### src/rtl/clTxPkg.sv
package clTxPkg;

  typedef enum logic [2:0] {
    MODE_DIRECT  = 3'd0,
    MODE_MAN     = 3'd1,
    MODE_MANSC   = 3'd2,
    MODE_BPSK    = 3'd3,
    MODE_RZLATE  = 3'd4,
    MODE_RZEARLY = 3'd5,
    MODE_TUPLE   = 3'd6,
    MODE_RSVD    = 3'd7
  } txMode_e;

  // strobes from control to datapath
  typedef struct packed {
    logic take;   // a bit is accepted on this edge
    logic fresh;  // that bit opens a new transfer
  } ctrlStb_t;

  // log2 of the bit period in carrier cycles for a rate code
  function automatic logic [3:0] periodLog2(input logic [2:0] code);
    if (code >= 3'd2) return 4'd11 - {1'b0, code};
    else              return 4'd3 - {1'b0, code};
  endfunction

endpackage

### src/rtl/clTxCtrl.sv
module clTxCtrl
  import clTxPkg::*;
#(
  parameter int CNT_W   = 9,
  parameter int SC_SLOW = 5,  // log2 of slow subcarrier period
  parameter int SC_FAST = 4   // log2 of fast subcarrier period
) (
  input  logic       clk,
  input  logic       rstN,
  input  logic [2:0] cfgMode,
  input  logic [2:0] cfgRate,
  input  logic       cfgSubSel,
  input  logic       inValid,
  output logic       inReady,
  output logic       busy,
  output logic       bitStrobe,
  output ctrlStb_t   stb,
  output txMode_e    modeQ,
  output logic       firstHalf,
  output logic       quarterOdd,
  output logic       scOn
);

  localparam logic [CNT_W-1:0] ONE = {{(CNT_W-1){1'b0}}, 1'b1};

  logic [CNT_W-1:0] phase;
  logic [2:0]       rateQ;
  logic             subQ;
  logic [3:0]       lgQ;
  logic [CNT_W-1:0] mask, pos, shHalf, shQuart;
  logic             posLast;

  assign lgQ     = periodLog2(rateQ);
  assign mask    = (ONE << lgQ) - ONE;
  assign pos     = phase & mask;
  assign posLast = (pos == mask);
  assign shHalf  = phase >> (lgQ - 4'd1);
  assign shQuart = phase >> (lgQ - 4'd2);

  assign firstHalf  = ~shHalf[0];
  assign quarterOdd = shQuart[0];
  assign scOn       = subQ ? ~phase[SC_FAST-1] : ~phase[SC_SLOW-1];

  assign inReady   = busy ? posLast : (cfgMode != MODE_RSVD);
  assign stb.take  = inValid & inReady;
  assign stb.fresh = inValid & inReady & ~busy;
  assign bitStrobe = busy & (pos == '0);

  always_ff @(posedge clk or negedge rstN) begin
    if (!rstN) begin
      busy  <= 1'b0;
      phase <= '0;
      modeQ <= MODE_DIRECT;
      rateQ <= 3'd0;
      subQ  <= 1'b0;
    end else if (stb.fresh) begin
      busy  <= 1'b1;
      phase <= '0;
      modeQ <= txMode_e'(cfgMode);
      rateQ <= cfgRate;
      subQ  <= cfgSubSel;
    end else if (busy) begin
      if (posLast && !inValid) busy <= 1'b0;
      phase <= phase + ONE;
    end
  end

  // an accepted bit opens a period on the next cycle
  p_strobe_after_take_r2: assert property (@(posedge clk) disable iff (!rstN)
    (inValid && inReady) |=> bitStrobe);

  // a boundary either continues or ends the transfer
  p_boundary_exit_r11: assert property (@(posedge clk) disable iff (!rstN)
    (busy && inReady && !inValid) |=> !busy);

  // the reserved coding never takes data
  p_reserved_idle_r10: assert property (@(posedge clk) disable iff (!rstN)
    (!busy && cfgMode == MODE_RSVD) |-> !inReady);

  // captured settings hold for the whole transfer
  p_cfg_stable_r12: assert property (@(posedge clk) disable iff (!rstN)
    (busy && $past(busy)) |-> ($stable(modeQ) && $stable(rateQ) && $stable(subQ)));

endmodule

### src/rtl/clTxDatapath.sv
module clTxDatapath
  import clTxPkg::*;
(
  input  logic     clk,
  input  logic     rstN,
  input  ctrlStb_t stb,
  input  logic     inBit,
  input  logic     busy,
  input  txMode_e  modeQ,
  input  logic     firstHalf,
  input  logic     quarterOdd,
  input  logic     scOn,
  output logic     envOut
);

  logic curBit;
  logic flipQ;
  logic manLevel;

  always_ff @(posedge clk or negedge rstN) begin
    if (!rstN) begin
      curBit <= 1'b0;
      flipQ  <= 1'b0;
    end else if (stb.take) begin
      curBit <= inBit;
      flipQ  <= stb.fresh ? inBit : (flipQ ^ (inBit ^ curBit));
    end
  end

  assign manLevel = firstHalf ? curBit : ~curBit;

  always_comb begin
    envOut = 1'b0;
    if (busy) begin
      unique case (modeQ)
        MODE_DIRECT:  envOut = curBit;
        MODE_MAN:     envOut = manLevel;
        MODE_MANSC:   envOut = manLevel & scOn;
        MODE_BPSK:    envOut = scOn ^ flipQ;
        MODE_RZLATE:  envOut = curBit & ~firstHalf;
        MODE_RZEARLY: envOut = curBit & firstHalf;
        MODE_TUPLE:   envOut = quarterOdd ? ~curBit : curBit;
        default:      envOut = 1'b0;
      endcase
    end
  end

  // idle envelope is unmodulated
  p_idle_low_r11: assert property (@(posedge clk) disable iff (!rstN)
    !busy |-> !envOut);

  // early pulse never appears in the second half
  p_rz_early_r8: assert property (@(posedge clk) disable iff (!rstN)
    (busy && modeQ == MODE_RZEARLY && !firstHalf) |-> !envOut);

endmodule

### src/rtl/clTxEncoder.sv
module clTxEncoder
  import clTxPkg::*;
#(
  parameter int CNT_W = 9
) (
  input  logic       clk,
  input  logic       rstN,
  input  logic [2:0] cfgMode,
  input  logic [2:0] cfgRate,
  input  logic       cfgSubSel,
  input  logic       inValid,
  input  logic       inBit,
  output logic       inReady,
  output logic       envOut,
  output logic       bitStrobe,
  output logic       busy
);

  ctrlStb_t stb;
  txMode_e  modeQ;
  logic     firstHalf, quarterOdd, scOn;

  clTxCtrl #(.CNT_W(CNT_W), .SC_SLOW(5), .SC_FAST(4)) uCtrl (
    .clk(clk), .rstN(rstN), .cfgMode(cfgMode), .cfgRate(cfgRate),
    .cfgSubSel(cfgSubSel), .inValid(inValid), .inReady(inReady),
    .busy(busy), .bitStrobe(bitStrobe), .stb(stb), .modeQ(modeQ),
    .firstHalf(firstHalf), .quarterOdd(quarterOdd), .scOn(scOn)
  );

  clTxDatapath uData (
    .clk(clk), .rstN(rstN), .stb(stb), .inBit(inBit), .busy(busy),
    .modeQ(modeQ), .firstHalf(firstHalf), .quarterOdd(quarterOdd),
    .scOn(scOn), .envOut(envOut)
  );

endmodule

### config.mk
export PLATFORM = sky130hd
export DESIGN_NAME = clTxEncoder
export DESIGN_NICKNAME = d
export VERILOG_FILES = /design/src/rtl/clTxPkg.sv /design/src/rtl/clTxCtrl.sv /design/src/rtl/clTxDatapath.sv /design/src/rtl/clTxEncoder.sv
export SDC_FILE = /design/constraint.sdc
export NUM_CORES = 1
export LEC_CHECK = 0
export ABC_AREA = 1
export BUFFER_PORTS_ARGS = -buffer_cell sky130_fd_sc_hd__buf_2
export CAP_MARGIN = 25
export CORE_MARGIN = 2
export CORE_UTILIZATION = 31
export CTS_CLUSTER_SIZE = 24
export DETAILED_ROUTE_END_ITERATION = 16
export GPL_ROUTABILITY_DRIVEN = 0
export HOLD_SLACK_MARGIN = 0.08
export SKIP_LAST_GASP = 1
export SLEW_MARGIN = 25
export SYNTH_ARGS = -nofsm -noshare
export SYNTH_HDL_FRONTEND = slang
export SYNTH_SLANG_ARGS = --single-unit
### constraint.sdc
create_clock -name clk -period 2.2 [get_ports clk]
set_input_delay 0.11 -clock clk [delete_from_list [all_inputs] [get_ports clk]]
set_output_delay 0.11 -clock clk [all_outputs]
set_load 0.02 [all_outputs]
==> reports/qor.csv, run 1 <==
stage;metric;value;unit
route;DRT iter0 DRCs;78;
critical_path;CP Max Fanout;7;
final_layout;fill count;532;
floorplanning;die area;5750;µm²
global_route;first-pass GRT wire length;6.89;mm
final_layout;share of cells above drive strength 1;0.236;
clock_network;clk buf depth;2;
timing;Final WS setup;0.0769;ns
floorplanning;core area;5040;µm²
final_layout;Layout Nets;285;
logic_synthesis;post-synthesis mux area share;0;
logic_synthesis;synth unique cells;26;
critical_path;Worst path max stage delay;0.41;ns
final_layout;area grow syn2layout;25.3;%
timing;FMAX;0.471;GHz
route;post-route ant nets;0;
timing;Setup Skew;0.00380;ns
logic_synthesis;Synth Area in Compound Gates;0.0923;
final_layout;most common cell after layout, fill and taps aside;nand2_1;
critical_path;WP data required;2.09;ns
place;Place WS;0.0897;ns
logic_synthesis;Synth Register Bits;19;
logic_synthesis;Syn. warnings;0;
clock_network;Num CTS Buffers;3;
logic_synthesis;Area contributors post-synth;dfrtp_1 30%, nand2_1 15%, nand3_1 13%;
global_route;met2 usage;0.280;
timing;Final Hold Fails;0;
global_route;gr busiest metal;met2;
floorplanning;Die Span X;75.9;µm
clock_network;Clock Latency Late Sink;0.27;ns
logic_synthesis;synthesized cell area;1600;µm²
logic_synthesis;main combinational cell family by area after synthesis;simple AND/OR/NAND/NOR gates;
clock_network;htree depth;1;
timing;crit share post-route;0.965;
floorplanning;Site Rows;26;
job;max-cap violation count;0;
final_layout;ANT cells;0;
timing;RSZ-0062 raised after global routing;yes;
route;Vias;1573;
floorplanning;Starting Density;0.317;
critical_path;Worst setup SP type;register;
logic_synthesis;Yosys top cell by area;dfrtp_1;
critical_path;critical path's most frequent cell;nand2_2;
logic_synthesis;Synth Area in Simple Gates;0.408;
hold_path;Worst Hold Class;in -> reg;
route;Total Routed Length;4.09;mm
clock_network;root buffer cell;clkbuf_8;
critical_path;worst setup path class;reg -> out;
logic_synthesis;Synth Area in Adders;0.0782;
timing;Max Slew Vio Count;0;
route;# DRC;0;
place;DP Wirelength;2.97;mm
logic_synthesis;post-synth top area share;0.297;
global_route;largest net degree at the start of global routing;20;
global_route;GRT Total Usage;0.157;
timing;Worst Tran Pin Value;0.473;ns
logic_synthesis;XOR/XNOR Fraction of Synth Area;0.0219;
floorplanning;die height;75.9;µm
logic_synthesis;Post-Syn Nets;255;
power_and_ir_drop;pwr dens;1510;nW/µm²
timing;Final Setup Violations;0;
timing;Final min period;2.12;ns
logic_synthesis;Post-Syn Instances;234;
route;router iterations before antenna repair;4;
route;Vias/cell;4.72;
clock_network;CTS tree;yes;
hold_path;Min-Delay Path Depth;3;
critical_path;Worst Path Arrival;2.01;ns
critical_path;slowest cell on the critical path;dfrtp_1;
power_and_ir_drop;Leak;0.936;nW
global_route;vias in the first global route;1558;
power_and_ir_drop;VDD IR max;601;µV
global_route;GR Util met3;0.0146;
outcome;status;completed;
route;Routed WL per cell;12.3;µm
global_route;initial antenna violation count;0;
critical_path;r2r worst-path depth;13;
global_route;met1 usage;0.199;
global_route;GRT overflow;0;
clock_network;sinks on the clock net;19;
logic_synthesis;register area share after synthesis;0.297;
floorplanning;I/O Pins;15;
place;# port buffers;14;
critical_path;CP Cell Sequence;buf_6 -> ha_4 -> inv_4 -> nand3_2 -> nand2_2 -> nand2_2 -> nand2_2 -> nand2_1 -> nand3_1 -> nand3_1 -> nand2_1 -> nor2_1 -> nor2_1 -> buf_4;
clock_network;clk slew on worst S/H paths;0.08;ns
final_layout;most frequent cells in the layout;59 x nand2_1, 39 x nand3_1, 25 x inv_1;
timing;worst relative slew slack;0.685;
critical_path;Critical Path End Type;output pin;
logic_synthesis;Post-Syn Area per Cell;6.84;µm²
timing;WHS;0.117;ns
## critical path, delay by kind of cell (launching register included)
| kind | cells | cell delay [ns] |
|---|---|---|
| flip-flops | 1 | 0.41 |
| adder cells (fa/ha/maj) | 1 | 0.29 |
| AND/OR/NAND/NOR | 10 | 0.70 |
| buffers and inverters | 3 | 0.37 |
## power by group
group          switching (mW)  internal, mW  leakage (nW)
sequential              0.167         0.502         0.221
clock                   0.137         0.128        0.0217
combinational            1.26         0.829         0.694
## area by class of cell
cell class / count / area [µm²] / area share
clock buffers: 3 / 41.3 / 0.0206
clock inverters: 1 / 7.51 / 0.00374
inverters: 33 / 141 / 0.0705
multi-input cells: 178 / 1040 / 0.520
flip-flops and latches: 19 / 477 / 0.238
well taps: 70 / 87.6 / 0.0437
repair buffers: 29 / 209 / 0.104
## cell usage after synthesis
library cell and number:
a21oi_1 5, buf_12 1, clkinv_4 1, inv_1 29, buf_4 1, nand3_2 2, nand3_4 1, xnor2_1 2
xor2_1 2, o21ai_0 11, ha_1 10, dfrtp_1 19, o21ai_2 6, nor3_1 5, nand2_4 1, a221oi_1 1
nor2_2 1, a31oi_1 1, nor2_1 14, nand2_1 62, nand4_1 4, inv_2 3, nand3b_1 2, nand2_2 6
clkbuf_1 2, nand3_1 42
## per-stage QoR
stage | std cells | setup TNS [ns] | cell area (µm²) | power [mW] | utilization
CTS | 332 | 0 | 1910 | 2.77 | 0.379
finish | 333 | 0 | 2010 | 3.03 | 0.398
floorplan | 234 | 0 | 1600 | 1.99 | -
detailed placement | 320 | 0 | 1770 | 2.45 | 0.351
global placement | 320 | 0 | 1770 | 2.44 | 0.351
global route | 333 | -0.0271 | 2010 | 3.34 | 0.398
## sequential cells by signal (all words and copies together) (netlist names)
name and count:
uCtrl.busy 1, uCtrl.modeQ 3, uCtrl.phase 9, uCtrl.rateQ 3, uCtrl.subQ 1, uData.curBit 1, uData.flipQ 1
## worst paths after layout
path                                                  from                         end  slack (ns)
min in group asynchronous                             rstN      uCtrl.subQ$_DFFE_PN0P_        0.35
worst min register to register      uCtrl.subQ$_DFFE_PN0P_      uCtrl.subQ$_DFFE_PN0P_        0.52
worst min-delay path                                 inBit    uData.curBit$_DFFE_PN0P_        0.12
max in group asynchronous                             rstN  uCtrl.rateQ[0]$_DFFE_PN0P_        1.51
worst max-delay path            uCtrl.rateQ[1]$_DFFE_PN0P_                      envOut        0.08
worst max register to register  uCtrl.rateQ[1]$_DFFE_PN0P_  uCtrl.rateQ[1]$_DFFE_PN0P_        0.17
## routing by layer
layer,vias up,part of all wire,wire [µm]
li1,822,-,-
met3,7,0.028,114
met4,0,0.016,67
met1,721,0.46,1870
met2,23,0.50,2040
met5,-,0,0
## kinds of logic after synthesis
logic type / Yosys count
adders and majority gates: 10
DFF: 19
buffers and inverters: 37
and+or+nand+nor: 140
xor gates and xnor gates: 4
AOI/OAI and AO/OA: 24
## what timing repair did
| item | in CTS | in global routing |
|---|---|---|
| setup endpoints to repair | 1 | 12 |
| setup buffers | 0 | 1 |
| hold buffers | 8 | 0 |
| pin swaps | 0 | 6 |
| resized for setup | 2 | 25 |
| endpoints found under the hold margin | 26 | 0 |
Power figures use the tool's default switching activity.
==> run 2: changes to the inputs <==
Settings changed: CORE_UTILIZATION 31 to 40.
==> run 2 against run 1 <==
Clock skew grew 0.00095 ns. Design area rose by 3.8%. Via count rose by 4.6%. Core utilization rose by 16 points. First-iteration DRC count decreased by 22%. Register-to-register slack worse by 0.05 ns. Power up 5.5%. Highest routed layer unchanged.
==> reports/qor.csv, run 2 (synthesized netlist as in run 1, its figures left out) <==
stage;metric;value;unit
outcome;status;completed;
global_route;GRT overflow;0;
global_route;GRT Total Usage;0.202;
place;Place WS;0.0643;ns
route;Total Routed Length;4.25;mm
global_route;vias in the first global route;1525;
critical_path;Critical Path End Type;output pin;
timing;worst relative slew slack;0.705;
power_and_ir_drop;Clk pwr share;0.078;
power_and_ir_drop;VDD IR max;632;µV
global_route;largest net degree at the start of global routing;20;
timing;setup TNS;0;ns
final_layout;most common cell after layout, fill and taps aside;nand2_1;
final_layout;max FFs per register;9;
clock_network;Clock Latency Late Sink;0.26;ns
route;Vias;1646;
timing;Final Hold Fails;0;
power_and_ir_drop;Gate power share;0.702;
clock_network;htree depth;1;
global_route;initial antenna violation count;0;
timing;Setup Skew;0.00475;ns
timing;Final min period;2.12;ns
critical_path;WP data required;2.09;ns
route;Vias/cell;5.14;
final_layout;Largest Register;uCtrl.phase;
timing;Final WS setup;0.0817;ns
floorplanning;Site Rows;22;
clock_network;root buffer cell;clkbuf_8;
power_and_ir_drop;Switch Pwr;1.61;mW
final_layout;biggest regs;uCtrl.phase (9), uCtrl.modeQ (3), uCtrl.rateQ (3);
timing;FMAX;0.472;GHz
power_and_ir_drop;Cell Int Power;1.58;mW
floorplanning;Starting Density;0.427;
final_layout;area grow syn2layout;30.1;%
final_layout;ANT cells;0;
route;router iterations before antenna repair;4;
clock_network;sinks on the clock net;19;
clock_network;CTS tree;yes;
floorplanning;die area;4520;µm²
power_and_ir_drop;Leak;0.982;nW
final_layout;most frequent cells in the layout;61 x nand2_1, 40 x nand3_1, 26 x inv_1;
critical_path;CP Max Fanout;4;
clock_network;clk buf depth;2;
global_route;first-pass GRT wire length;6.97;mm
floorplanning;I/O Pins;15;
route;post-route ant nets;0;
power_and_ir_drop;pwr dens;1530;nW/µm²
final_layout;fill count;368;
job;max-cap violation count;0;
timing;RSZ-0062 raised after global routing;yes;
final_layout;Layout Nets;294;
floorplanning;core area;3740;µm²
power_and_ir_drop;switching part of the total power;0.504;
route;Routed WL per cell;13.3;µm
critical_path;Worst setup SP type;register;
critical_path;worst setup path class;reg -> out;
timing;crit share post-route;0.963;
critical_path;Worst Path Arrival;2.01;ns
route;# DRC;0;
hold_path;Worst Hold Class;in -> reg;
floorplanning;die height;67.3;µm
timing;Worst Tran Pin Value;0.443;ns
route;DRT iter0 DRCs;61;
clock_network;clk slew on worst S/H paths;0.08;ns
place;DP Wirelength;3.06;mm
power_and_ir_drop;part of the power in registers;0.219;
floorplanning;Die Span X;67.3;µm
timing;Max Slew Vio Count;0;
clock_network;Num CTS Buffers;3;
final_layout;share of cells above drive strength 1;0.265;
place;# port buffers;14;
timing;Final Setup Violations;0;
[run 2: layout make-up]
class	instances	area [µm²]	share of cell area
Tap cell	48	60.1	0.0288
Timing Repair inverter	1	8.76	0.00421
Inverter	33	141	0.0679
Multi-Input combinational cell	179	1080	0.521
Timing Repair Buffer	36	264	0.127
Clock inverter	1	5.00	0.00240
Clock buffer	3	41.3	0.0198
Sequential cell	19	477	0.229
[run 2: path summary, 6_finish.rpt]
check	to	cells past startpoint	slack, ns	start
max	envOut	11	0.08	uCtrl.rateQ[0]$_DFFE_PN0P_
min	uData.curBit$_DFFE_PN0P_	3	0.14	inBit
max reg2reg	uCtrl.phase[8]$_DFFE_PN0P_	13	0.12	uCtrl.rateQ[0]$_DFFE_PN0P_
min reg2reg	uCtrl.subQ$_DFFE_PN0P_	2	0.51	uCtrl.subQ$_DFFE_PN0P_
max in group asynchronous	uCtrl.rateQ[1]$_DFFE_PN0P_	2	1.54	rstN
min in group asynchronous	uCtrl.subQ$_DFFE_PN0P_	2	0.33	rstN
[run 2: per-stage QoR]
step / utilization / area, µm² / cells / hold slack [ns] / power [mW]
finish: 0.556 / 2080 / 320 / 0.143 / 3.19
global route: 0.556 / 2080 / 320 / 0.192 / 3.52
CTS: 0.507 / 1900 / 313 / 0.139 / 2.79
detailed placement: 0.467 / 1750 / 299 / 0.0795 / 2.47
global placement: 0.467 / 1750 / 299 / 0.0778 / 2.48
floorplan: - / 1600 / 234 / -0.186 / 1.99
[run 2: metal layers]
| metal | track usage | part of all wire | up-vias |
|---|---|---|---|
| met2 | 0.344 | 0.49 | 42 |
| li1 | - | - | 845 |
| met1 | 0.278 | 0.46 | 755 |
| met5 | 0 | 0 | - |
| met3 | 0.0183 | 0.045 | 4 |
| met4 | 0.0485 | 0.0054 | 0 |
[run 2: critical path, stage by stage, from the launching register on]
cell and delay, ns:
dfrtp_1 0.41, buf_4 0.15, ha_4 0.17, xnor2_4 0.22, inv_2 0.06, o21ai_1 0.17, nand3_1 0.11, nand3_1 0.08
nand2_1 0.05, nor2_1 0.11, nor2_1 0.05, buf_4 0.16
[run 2: power groups by stage]
stage / logic [mW] / clock network, mW / registers (mW)
2_1_floorplan: 1.34 / 0 / 0.646
3_3_place_gp: 1.80 / 0 / 0.687
3_5_place_dp: 1.79 / 0 / 0.682
4_1_cts: 1.86 / 0.255 / 0.675
5_1_grt: 2.53 / 0.269 / 0.725
6_report: 2.24 / 0.251 / 0.700
[run 2: repair_timing]
action | 4_1_cts | 5_1_grt
hold endpoints to repair | 26 | 0
pin swaps | 0 | 7
buffers inserted | 2 | 5
hold buffers | 8 | 0
resized for setup | 3 | 28
cloned | 0 | 2
setup endpoints to repair | 1 | 16
